### src/rtl/pll_lock_monitor.sv
module pll_lock_monitor #(
  parameter int ACQ_TICKS = 8,
  parameter int REL_TICKS = 13,
  parameter int SHORT_RUN = 3,
  parameter int LONG_RUN  = 5
) (
  input  logic clk,
  input  logic rst,
  input  logic up_i,
  input  logic dn_i,
  input  logic precise_i,
  output logic lock_o
);
  localparam int WW = $clog2(REL_TICKS + 2);
  localparam int RW = $clog2(LONG_RUN + 1);
  localparam logic [WW-1:0] WMAX = '1;

  logic          busy_q;
  logic [WW-1:0] width_q;
  logic [RW-1:0] run_q;

  wire           err_now = up_i | dn_i;
  wire           close   = busy_q & ~err_now;
  wire           tight   = width_q < WW'(ACQ_TICKS);
  wire           slip    = width_q > WW'(REL_TICKS);
  wire [RW-1:0]  need    = precise_i ? RW'(LONG_RUN) : RW'(SHORT_RUN);
  wire [RW-1:0]  run_nx  = run_q + 1'b1;

  always_ff @(posedge clk) begin
    if (rst) begin
      busy_q  <= 1'b0;
      width_q <= '0;
      run_q   <= '0;
      lock_o  <= 1'b0;
    end else begin
      busy_q <= err_now;
      if (err_now)
        width_q <= (width_q == WMAX) ? width_q : width_q + 1'b1;
      else
        width_q <= '0;
      if (close) begin
        if (!lock_o) begin
          if (!tight) begin
            run_q <= '0;
          end else if (run_nx >= need) begin
            run_q  <= '0;
            lock_o <= 1'b1;
          end else begin
            run_q <= run_nx;
          end
        end else if (slip) begin
          lock_o <= 1'b0;
          run_q  <= '0;
        end
      end
    end
  end
endmodule

### config.mk
export PLATFORM = sky130hd
export DESIGN_NAME = pll_lock_monitor
export DESIGN_NICKNAME = d
export VERILOG_FILES = /design/src/rtl/pll_lock_monitor.sv
export SDC_FILE = /design/constraint.sdc
export NUM_CORES = 1
export LEC_CHECK = 0
export ABC_CLOCK_PERIOD_IN_PS = 3190
export BUFFER_PORTS_ARGS = -buffer_cell sky130_fd_sc_hd__buf_2
export CAP_MARGIN = 20
export CORE_AREA = 5 5 42 44
export CTS_CLUSTER_SIZE = 8
export DETAILED_ROUTE_END_ITERATION = 16
export DIE_AREA = 0 0 47 49
export GPL_TIMING_DRIVEN = 0
export PLACE_DENSITY_LB_ADDON = 0.15
export SLEW_MARGIN = 10
export SYNTH_ARGS = -nofsm -noshare
export SYNTH_HDL_FRONTEND = slang
export SYNTH_SLANG_ARGS = --single-unit
### constraint.sdc
create_clock -name clk -period 3.19 [get_ports clk]
set_input_delay 0.319 -clock clk [delete_from_list [all_inputs] [get_ports clk]]
set_output_delay 0.319 -clock clk [all_outputs]
set_load 0.02 [all_outputs]
==> results.json <==
{
  "outcome": "completed",
  "drc": 0,
  "post_synth.cell_area_avg_um2": 8.63,
  "ys_types": 23,
  "r2r_end": "run_q[1]",
  "cpMaxStageDelayCell": "or3b_1",
  "rsz0062_at_grt": "false",
  "ctsResizeCount": 0,
  "hold_start": "rst",
  "path_max_fanout": 4,
  "startpoint_type": "flip-flop",
  "vias": 397,
  "setup_viol_count_final": 0,
  "whs_ns": 0.293,
  "hold_violations": 0,
  "num-nets-final": 79,
  "crit_path_cell_trace": "ha_1 -> xor2_1 -> ha_1 -> a21oi_1 -> and3_1 -> or3b_1 -> a21oi_1",
  "synth_area_um2": 500,
  "placed_cell_area_um2": 546,
  "path_class": "flip-flop to flip-flop",
  "cts_sinks": 9,
  "cp-startpoint": "run_q[0]",
  "cts_hold_buf": 0,
  "ys_seq_elements": 9,
  "p_per_area_nw_per_um2": 406,
  "hp-class": "primary input to flip-flop",
  "synth_commonest_cells": "dfxtp_1, inv_1, ha_1, nor2_1, a21oi_1",
  "async_flop_share_pct": 0,
  "synth_area_leaders": "dfxtp_1, ha_1, inv_1",
  "worstSkewPairLatency_ns": 0.25,
  "synth-edff-count": 0,
  "initial_core_util_pct": 35.7,
  "grt_pass1_vias": 340,
  "drive_above_1_share_pct": 13.4,
  "crit_end": "run_q[1]",
  "synth_top_family_by_area": "simple AND/OR/NAND/NOR gates",
  "r2r_slack_ns": 1.21,
  "skew_ns": 0.000649,
  "grt_pass1_wl_um": 1400,
  "synth_compound_area_share_pct": 12.0,
  "cap_violations": 0,
  "port_buffers": 5,
  "first_iter_violations": 1,
  "place.gp.congestion": 0.673,
  "cts-root-buf": "clkbuf_4",
  "tns_ns": 0,
  "min_period_ns": 1.98,
  "synth_nets": 69,
  "wl_um": 809,
  "critical_path_arrival_ns": 2.17,
  "synth_cells": 58,
  "ys_warn_count": 0,
  "io_pins": 6,
  "max_slew_margin_pct": 83.4,
  "diodes": 0,
  "grt_util_all_layers_pct": 8.47,
  "core_area_um2": 1400,
  "overflow": 0,
  "wl_per_cell_um": 9.75,
  "grt_max_degree": 8,
  "ant_nets": 0,
  "cts_inserted_buffers": 3,
  "reg2reg_depth": 7,
  "synthAdderAreaFrac_pct": 15.0,
  "final.period_utilization_pct": 62.2,
  "netlist.area_leader.share_pct": 36.0,
  "timing.rr.start": "run_q[0]",
  "worstMarginPinSlew_ns": 0.248,
  "post_cts_buffers": 0,
  "vias_per_cell": 4.78,
  "fmax_mhz": 504,
  "antenna_found_initial": 0,
  "cts_tree": "yes",
  "dp_hpwl_um": 641,
  "dieHeight_um": 49,
  "yosysSeqAreaShare_pct": 36.0,
  "synth-simple-area-share_pct": 25.5,
  "dieWidth_um": 47,
  "cts_max_level": 1,
  "drv_slew": 0,
  "yosysTopAreaCell": "dfxtp_1",
  "final_area_um2": 572,
  "fin_util_pct": 40.8,
  "synth_xor_area_share_pct": 3.50,
  "ir_worst_vdd_v": 0.000308,
  "die_area_um2": 2300,
  "rows": 14,
  "p_leak_uw": 0.000256,
  "cp_data_required_time_ns": 3.38,
  "area_delta_synth_final_pct": 14.2,
  "cp-end-kind": "flip-flop",
  "clkSlewWorstSetupHoldPaths_ns": 0.06,
  "synth.most_common_cell": "dfxtp_1",
  "synth-main-ff-cell": "dfxtp_1",
  "cts_max_path_buffers": 2,
  "synth_mux_area_share_pct": 2.00,
  "first_pass_iters": 4,
  "slowest_delay_ns": 0.36
}
-- power by group --
group | internal [µW] | switching [µW]
combinational | 11.6 | 13.0
clock | 48.1 | 37.7
sequential | 117 | 5.12
-- placed cells by master, fill, tap and decap left out, drive strengths merged, types with 2 or more instances in the layout --
master	instances
nand2	3
dfxtp	9
clkbuf	4
a21oi	5
nand3	2
nor3	3
inv	8
nand3b	2
buf	5
ha	6
nor2	6
-- critical path, delay by kind of cell, from the launching register on --
kind                     cells  cell delay, ns
flip-flops                   1            0.33
XOR/XNOR                     1            0.14
AND/OR/NAND/NOR              2            0.59
adder cells (fa/ha/maj)      2            0.51
AO/OA/AOI/OAI                2            0.35
-- area by class of cell --
type	instances	area [µm²]
timing repair buffer	5	25.0
multi-input combinational	41	290
sequential	9	180
inverter	8	30.0
tap	16	20.0
fill	148	830
clock buffer	4	26.3
-- cells by family after synthesis --
family | Yosys count
and+or+nand+nor | 23
AOI/OAI and AO/OA | 9
DFF | 9
buffers and inverters | 8
adders and majority gates | 6
xor gates and xnor gates | 2
muxes | 1
-- through the flow --
| stage | power (µW) | cells | worst slack (ns) |
|---|---|---|---|
| after floorplan | 141 | 58 | 1.38 |
| after global placement | 149 | 79 | 1.23 |
| after detailed placement | 149 | 79 | 1.22 |
| after CTS | 236 | 83 | 1.20 |
| after global routing | 250 | 83 | 0.972 |
| final | 232 | 83 | 1.21 |
-- how the worst min path moves through the flow --
stage,cells past startpoint,slack [ns],to
after global placement,2,0.45,run_q[1]
final,2,0.29,run_q[1]
after detailed placement,2,0.45,run_q[1]
after CTS,2,0.29,run_q[1]
after floorplan,1,0.39,run_q[1]
after global routing,2,0.32,run_q[1]
-- registers in the layout, indices dropped and copies added (netlist names) --
name / flops
busy_q: 1
run_q: 3
width_q: 4
lock_o: 1
-- metal layers --
| metal | GRT usage [%] | vias up | part of all wire (%) |
|---|---|---|---|
| met4 | 5.53 | 0 | 1.5 |
| li1 | - | 220 | - |
| met1 | 12.2 | 167 | 57 |
| met5 | 0 | - | 0 |
| met3 | 3.32 | 2 | 4.6 |
| met2 | 9.95 | 8 | 37 |
(Power assumes the default switching activity.)
